--- config.mk ---
export PLATFORM = sky130hd
export DESIGN_NAME = axi_pace_regulator
export DESIGN_NICKNAME = d
export VERILOG_FILES = /design/src/rtl/axi_pace_pkg.sv /design/src/rtl/pace_cap_gate.sv /design/src/rtl/pace_stamp_fifo.sv /design/src/rtl/axi_pace_regulator.sv
export SDC_FILE = /design/constraint.sdc
export NUM_CORES = 2
export LEC_CHECK = 0
export ABC_AREA = 1
export BUFFER_PORTS_ARGS = -buffer_cell sky130_fd_sc_hd__clkbuf_2
export CELL_PAD_IN_SITES_DETAIL_PLACEMENT = 1
export CELL_PAD_IN_SITES_GLOBAL_PLACEMENT = 2
export CORE_MARGIN = 2
export CORE_UTILIZATION = 42
export DETAILED_ROUTE_END_ITERATION = 8
export GPL_TIMING_DRIVEN = 0
export PLACE_DENSITY = 0.95
export SLEW_MARGIN = 10
export SYNTH_ARGS = -nofsm -noshare
export SYNTH_HDL_FRONTEND = slang
export SYNTH_SLANG_ARGS = --single-unit
--- constraint.sdc ---
create_clock -name clk -period 12.3 [get_ports clk]
set_input_delay 0.615 -clock clk [delete_from_list [all_inputs] [get_ports clk]]
set_output_delay 0.615 -clock clk [all_outputs]
set_load 0.03 [all_outputs]
--- src/rtl/axi_pace_pkg.sv ---
package axi_pace_pkg;
   // Default widths of the configuration fields
   localparam int CAP_W_DEF = 6;
   localparam int LAT_W_DEF = 12;

   // Cap comparison: a zero cap means unlimited
   function automatic logic cap_reached(input int unsigned count, input int unsigned cap);
      return (cap != 0) && (count >= cap);
   endfunction
endpackage

--- src/rtl/pace_cap_gate.sv ---
module pace_cap_gate #(
   parameter int DEPTH = 16,
   parameter int CAP_W = 6,
   localparam int CNT_W = $clog2(DEPTH + 1)
) (
   input  logic             clk,
   input  logic             rst_n,
   input  logic             inc,
   input  logic             dec,
   input  logic [CAP_W-1:0] cap,
   output logic [CNT_W-1:0] cnt,
   output logic             cap_hit,
   output logic             depth_hit
);
   import axi_pace_pkg::*;

   always_ff @(posedge clk or negedge rst_n) begin
      if (!rst_n)
         cnt <= '0;
      else if (inc && !dec)
         cnt <= cnt + 1'b1;
      else if (dec && !inc)
         cnt <= cnt - 1'b1;
   end

   assign cap_hit   = cap_reached(int'(cnt), int'(cap));
   assign depth_hit = (int'(cnt) >= DEPTH);
endmodule

--- src/rtl/pace_stamp_fifo.sv ---
module pace_stamp_fifo #(
   parameter int DEPTH = 16,
   parameter int LAT_W = 12,
   localparam int TS_W = LAT_W + 1,
   localparam int PW   = $clog2(DEPTH)
) (
   input  logic             clk,
   input  logic             rst_n,
   input  logic             push,
   input  logic             pop,
   input  logic             rsp_valid,
   input  logic [LAT_W-1:0] lat,
   input  logic [TS_W-1:0]  now,
   output logic             full,
   output logic             head_ripe,
   output logic             late_ev
);
   logic [PW-1:0]    wr_ptr, rd_ptr;
   logic [PW:0]      fill;
   logic [DEPTH-1:0] mature;
   logic             late_seen;

   // One timestamp slot per entry; a slot latches "ripe" once its age
   // reaches the latency, so it stays ripe after the counter wraps.
   for (genvar g = 0; g < DEPTH; g++) begin : g_slot
      logic [TS_W-1:0] stamp;
      logic            ripe;
      logic [TS_W-1:0] age;

      assign age       = now - stamp;
      assign mature[g] = ripe | (age >= TS_W'(lat));

      always_ff @(posedge clk or negedge rst_n) begin
         if (!rst_n) begin
            stamp <= '0;
            ripe  <= 1'b0;
         end else if (push && (wr_ptr == PW'(g))) begin
            stamp <= now;
            ripe  <= 1'b0;
         end else begin
            ripe  <= mature[g];
         end
      end
   end

   always_ff @(posedge clk or negedge rst_n) begin
      if (!rst_n) begin
         wr_ptr <= '0;
         rd_ptr <= '0;
         fill   <= '0;
      end else begin
         if (push) wr_ptr <= wr_ptr + 1'b1;
         if (pop)  rd_ptr <= rd_ptr + 1'b1;
         if (push && !pop)      fill <= fill + 1'b1;
         else if (pop && !push) fill <= fill - 1'b1;
      end
   end

   assign full      = (fill == (PW+1)'(DEPTH));
   assign head_ripe = (fill != '0) && mature[rd_ptr];
   assign late_ev   = head_ripe && !rsp_valid && !late_seen;

   always_ff @(posedge clk or negedge rst_n) begin
      if (!rst_n)        late_seen <= 1'b0;
      else if (pop)      late_seen <= 1'b0;
      else if (late_ev)  late_seen <= 1'b1;
   end
endmodule

--- src/rtl/axi_pace_regulator.sv ---
module axi_pace_regulator #(
   parameter int DEPTH          = 16,
   parameter int CAP_W          = axi_pace_pkg::CAP_W_DEF,
   parameter int LAT_W          = axi_pace_pkg::LAT_W_DEF,
   parameter bit LAST_SLOT_READ = 1'b1
) (
   input  logic             clk,
   input  logic             rst_n,
   input  logic [CAP_W-1:0] cfg_rd_cap,
   input  logic [CAP_W-1:0] cfg_wr_cap,
   input  logic [CAP_W-1:0] cfg_all_cap,
   input  logic [LAT_W-1:0] cfg_rd_lat,
   input  logic [LAT_W-1:0] cfg_wr_lat,
   output logic [CAP_W-1:0] max_pending,
   input  logic             up_ar_valid,
   output logic             up_ar_ready,
   output logic             dn_ar_valid,
   input  logic             dn_ar_ready,
   input  logic             up_aw_valid,
   output logic             up_aw_ready,
   output logic             dn_aw_valid,
   input  logic             dn_aw_ready,
   input  logic             up_w_valid,
   input  logic             up_w_last,
   output logic             up_w_ready,
   output logic             dn_w_valid,
   input  logic             dn_w_ready,
   input  logic             dn_r_valid,
   input  logic             dn_r_last,
   output logic             dn_r_ready,
   output logic             up_r_valid,
   output logic             up_r_last,
   input  logic             up_r_ready,
   input  logic             dn_b_valid,
   output logic             dn_b_ready,
   output logic             up_b_valid,
   input  logic             up_b_ready,
   output logic             ev_rd_underrun,
   output logic             ev_wr_underrun,
   output logic             ev_rd_overflow,
   output logic             ev_wr_overflow
);
   import axi_pace_pkg::*;

   localparam int TS_W  = LAT_W + 1;
   localparam int CNT_W = $clog2(DEPTH + 1);

   if (DEPTH < 2 || DEPTH > (1 << CAP_W) - 1 || (DEPTH & (DEPTH - 1)) != 0) begin : g_bad_depth
      $error("DEPTH must be a power of two between 2 and the cap range");
   end
   if (LAT_W < 1) begin : g_bad_lat
      $error("LAT_W must be at least 1");
   end

   logic [TS_W-1:0]  now_q;
   logic [CNT_W-1:0] rd_pend, wr_pend;
   logic             rd_cap_hit, rd_depth_hit, wr_cap_hit, wr_depth_hit;
   logic             rq_full, rq_ripe, wq_full, wq_ripe;
   logic             ar_hs, aw_hs, wlast_hs, r_done, b_done;
   logic             all_hit, all_last, ar_base, aw_base, ar_ok, aw_ok;
   logic [CNT_W:0]   total;

   always_ff @(posedge clk or negedge rst_n) begin
      if (!rst_n) now_q <= '0;
      else        now_q <= now_q + 1'b1;
   end

   assign ar_hs    = dn_ar_valid & dn_ar_ready;
   assign aw_hs    = dn_aw_valid & dn_aw_ready;
   assign wlast_hs = dn_w_valid & dn_w_ready & up_w_last;
   assign r_done   = up_r_valid & up_r_ready & up_r_last;
   assign b_done   = up_b_valid & up_b_ready;

   pace_cap_gate #(.DEPTH(DEPTH), .CAP_W(CAP_W)) u_rd_gate (
      .clk(clk), .rst_n(rst_n), .inc(ar_hs), .dec(r_done), .cap(cfg_rd_cap),
      .cnt(rd_pend), .cap_hit(rd_cap_hit), .depth_hit(rd_depth_hit));

   pace_cap_gate #(.DEPTH(DEPTH), .CAP_W(CAP_W)) u_wr_gate (
      .clk(clk), .rst_n(rst_n), .inc(aw_hs), .dec(b_done), .cap(cfg_wr_cap),
      .cnt(wr_pend), .cap_hit(wr_cap_hit), .depth_hit(wr_depth_hit));

   assign total    = {1'b0, rd_pend} + {1'b0, wr_pend};
   assign all_hit  = cap_reached(int'(total), int'(cfg_all_cap));
   assign all_last = (cfg_all_cap != '0) && (int'(total) + 1 == int'(cfg_all_cap));

   assign ar_base = !rd_cap_hit && !rd_depth_hit && !all_hit;
   assign aw_base = !wr_cap_hit && !wr_depth_hit && !all_hit;

   // Arbitration of the final combined slot when both channels ask for it
   if (LAST_SLOT_READ) begin : g_read_first
      assign ar_ok = ar_base;
      assign aw_ok = aw_base && !(all_last && up_ar_valid && ar_base);
   end else begin : g_write_first
      assign aw_ok = aw_base;
      assign ar_ok = ar_base && !(all_last && up_aw_valid && aw_base);
   end

   assign dn_ar_valid = up_ar_valid & ar_ok;
   assign up_ar_ready = dn_ar_ready & ar_ok;
   assign dn_aw_valid = up_aw_valid & aw_ok;
   assign up_aw_ready = dn_aw_ready & aw_ok;
   assign dn_w_valid  = up_w_valid & !wq_full;
   assign up_w_ready  = dn_w_ready & !wq_full;

   pace_stamp_fifo #(.DEPTH(DEPTH), .LAT_W(LAT_W)) u_rd_q (
      .clk(clk), .rst_n(rst_n), .push(ar_hs), .pop(r_done), .rsp_valid(dn_r_valid),
      .lat(cfg_rd_lat), .now(now_q), .full(rq_full), .head_ripe(rq_ripe),
      .late_ev(ev_rd_underrun));

   pace_stamp_fifo #(.DEPTH(DEPTH), .LAT_W(LAT_W)) u_wr_q (
      .clk(clk), .rst_n(rst_n), .push(wlast_hs), .pop(b_done), .rsp_valid(dn_b_valid),
      .lat(cfg_wr_lat), .now(now_q), .full(wq_full), .head_ripe(wq_ripe),
      .late_ev(ev_wr_underrun));

   assign up_r_valid = dn_r_valid & rq_ripe;
   assign dn_r_ready = up_r_ready & rq_ripe;
   assign up_r_last  = dn_r_last;
   assign up_b_valid = dn_b_valid & wq_ripe;
   assign dn_b_ready = up_b_ready & wq_ripe;

   assign ev_rd_overflow = up_ar_valid & rq_full;
   assign ev_wr_overflow = (up_aw_valid & wr_depth_hit) | (up_w_valid & wq_full);
   assign max_pending    = CAP_W'(DEPTH);
endmodule

==> results by group <==
Job
  • Max cap viols: 0

Floorplanning
  • Ports: 77
  • Die Area: 0.114 mm²
  • CORE AREA: 0.111 mm²
  • Die width: 338 µm
  • Std cell rows: 122
  • Initial Util: 0.423
  • Die Y-Extent: 338 µm

Placed design
  • Final GP Congestion: 0.831
  • Placed cells: 7802
  • Post-DP HPWL: 110 mm
  • Place WS: 5000 ps
  • PortBufs: 70
  • Placed cell areas: 0.0496 mm²

Min path
  • Hold Path Class: input pin to asynchronous set/reset pin

Yosys
  • Post-synthesis compound-gate area fraction: 0.138
  • Cells after Synth: 6219
  • Ys flop type: dfrtp_1
  • Synthesized flop and latch total: 499
  • Post-synthesis mux area share: 0
  • Netlist Area Pre-Place: 0.0468 mm²
  • Asr flop ratio synth: 1.00
  • Post-synthesis xor/xnor area fraction: 0.0747
  • Yosys top cell area share: 0.267
  • Simple-Gate Fraction of Synth Area: 0.191
  • Avg Synthesized Cell Area: 7.52 µm²
  • Post-synth EDFFs: 0
  • Yosys warnings: 0
  • Yosys top cell by area: dfrtp_1
  • Distinct cells, synth: 52
  • Synth area leaders: dfrtp_1, ha_1, nand2_1
  • Seq/Total Area, Yosys: 0.267
  • Post-synthesis adder-cell area fraction: 0.234
  • Main combinational cell family by area after synthesis: adder cells

CTS
  • CTS tree: yes
  • TritonCTS Buffers: 66
  • Setup Fix Bufs, Post-CTS: 0
  • Worst-path clk slew: 60 ps
  • Hold buffers post-CTS: 0
  • CTS resizes: 0
  • Worst-case clock buffer depth: 3
  • Root buf cell: clkbuf_16
  • H-tree depth: 3
  • Clock Sinks: 499
  • Worst skew pair latency: 630 ps

Setup path
  • Worst Setup Path Type: flop to flop
  • Slowest CP cell: dfrtp_4
  • CP peak stage delay: 590 ps
  • CP dominant cell by count: nand2_1
  • Critical path fanouts, max: 29
  • CP Data Required Time: 12800 ps
  • Startpoint types: flop
  • Crit path capture type: flop
  • Critical Path AT: 7780 ps

Timing
  • Slew Limit Fails: 0
  • Slew margin rel.: 0.162
  • Final worst path period share: 0.592
  • Endpoints failing setup: 0
  • Hold Slack: 37.2 ps
  • Clock period minus worst slack: 7280 ps
  • Max Clk Rate: 137 MHz
  • Setup repair after global routing missed its margin: no
  • Sum Neg Setup Slack: 0 ps
  • Slack of the critical path: 5020 ps
  • Worst slew pin tran: 1260 ps
  • Fin. Hold Viols: 0
  • Clock Skew: 28.4 ps

Run status
  • Status: finished clean

Routing
  • DRC Markers: 0
  • Drt wl/cell: 20.0 µm
  • Routed WL: 159 mm
  • Vias per cell: 5.37
  • Initial DRC Count: 2043
  • Final antenna-violating net count: 0
  • Via count: 42535
  • DRT Pass-1 Iters: 5

Pwr
  • Power, Total: 9.59 mW
  • Leak Pwr: 27.8 nW
  • Maximum VDD drop: 0.108 mV
  • Pwr dens: 185 mW/mm²

Layout
  • Final non-filler cell area: 0.0519 mm²
  • Util after Layout: 0.470
  • Nets: 7291
  • Share of cells above drive strength 1: 0.0527
  • Area Overhead vs Synth: 11.0%
  • Non-Filler Instances: 7918

GRT
  • Initial antenna violation count: 3
  • Number of global-route vias before repair: 44500
  • GR Util All Layers: 0.279
  • Largest net degree at the start of global routing: 97
  • GRT Residual Overflow: 0
  • First-pass GRT wire length: 246 mm
## Yosys cell counts, types with 72 or more instances
master,count
inv_1,1014
o21ai_0,507
nor2_1,355
a21oi_1,437
xnor2_1,149
ha_1,816
dfrtp_1,499
clkbuf_1,72
nand4_1,89
nand3_1,158
xor2_1,250
nand2_1,1354
## placed cells by master, fill, tap and decap left out, drive strengths merged
master,Yosys,final
ha,816,816
nor4,4,4
inv,1019,1019
o31a,1,1
and2,24,24
buf,44,65
nor2,360,360
nand4,90,90
o21ai,570,570
o21bai,50,50
conb,2,6
and3b,2,2
o21a,18,18
nand2,1367,1367
xnor2,149,149
fa,37,37
nand3,163,163
or2,17,17
dfrtp,499,499
o2111ai,1,1
a211oi,7,7
nor3b,7,7
nand3b,34,34
a41oi,2,2
clkbuf,77,243
o221ai,20,20
o211ai,3,3
bufinv,0,8
diode,0,1
a21o,28,28
o31ai,5,5
clkinv,1,12
nor3,61,61
xor2,250,250
a31oi,37,37
and3,2,2
a21oi,437,437
a21boi,15,15
## flip-flops by register name, summed over array words and instances, names as in the netlist
signal               flops
u_rd_gate.cnt            5
u_rd_q.rd_ptr            4
u_wr_gate.cnt            5
u_rd_q.fill              5
u_rd_q.g_slot.stamp    208
u_wr_q.fill              5
u_wr_q.late_seen         1
u_wr_q.rd_ptr            4
u_wr_q.wr_ptr            4
u_rd_q.late_seen         1
u_rd_q.g_slot.ripe      16
u_rd_q.wr_ptr            4
u_wr_q.g_slot.ripe      16
now_q                   13
u_wr_q.g_slot.stamp    208
## routing by layer
layer / wire length (µm) / track usage
met1: 73100 / 0.367
met5: 0 / 0
met3: 5820 / 0.0293
met4: 5510 / 0.0934
met2: 74200 / 0.477
## worst max-delay path: cells and delay by family, from the launching register on
kind / cells / cell delay, ps
buffers and inverters: 7 / 1710
AOI/OAI and AO/OA: 6 / 1530
and+or+nand+nor: 18 / 1540
DFF: 1 / 590
adders and majority gates: 4 / 1460
xor gates and xnor gates: 2 / 270
## cell type report
class                      instances  area [µm²]
multi-input combinational       4583       29900
inverter                        1020        3830
tap                             1488        1860
clock inverter                    19         310
fill                           13871       58600
antenna                            1        2.50
clock buffer                      96        2000
buffer                           121         594
sequential                       499       12500
timing repair buffer              91         892
## kinds of logic (layout without fill, tap and decap cells)
logic type               count (synthesis)  count (layout)
AND/OR/NAND/NOR                       2131            2131
buffers and inverters                 1141            1347
XOR/XNOR                               399             399
other                                    2               7
adder cells (fa/ha/maj)                853             853
AO/OA/AOI/OAI                         1194            1194
flip-flops                             499             499
## power by group
part / switching (mW) / internal (mW)
logic: 3.12 / 2.05
registers: 0.259 / 2.06
clock network: 0.802 / 1.29
total: 4.18 / 5.41
## worst paths after layout
kind	slack (ps)	to	depth (start not counted)	start
min reg2reg	470	u_rd_q.fill[4]$_DFFE_PN0P_	1	u_rd_q.fill[4]$_DFFE_PN0P_
max	5020	u_rd_q.fill[4]$_DFFE_PN0P_	37	now_q[1]$_DFF_PN0_
max in group asynchronous	10790	now_q[10]$_DFF_PN0_	3	rst_n
max reg2reg	5020	u_rd_q.fill[4]$_DFFE_PN0P_	37	now_q[1]$_DFF_PN0_
min in group clk	360	u_rd_q.rd_ptr[2]$_DFFE_PN0P_	3	up_r_ready
min	40	u_rd_q.fill[1]$_DFFE_PN0P_	1	rst_n
Power figures use the tool's default switching activity.
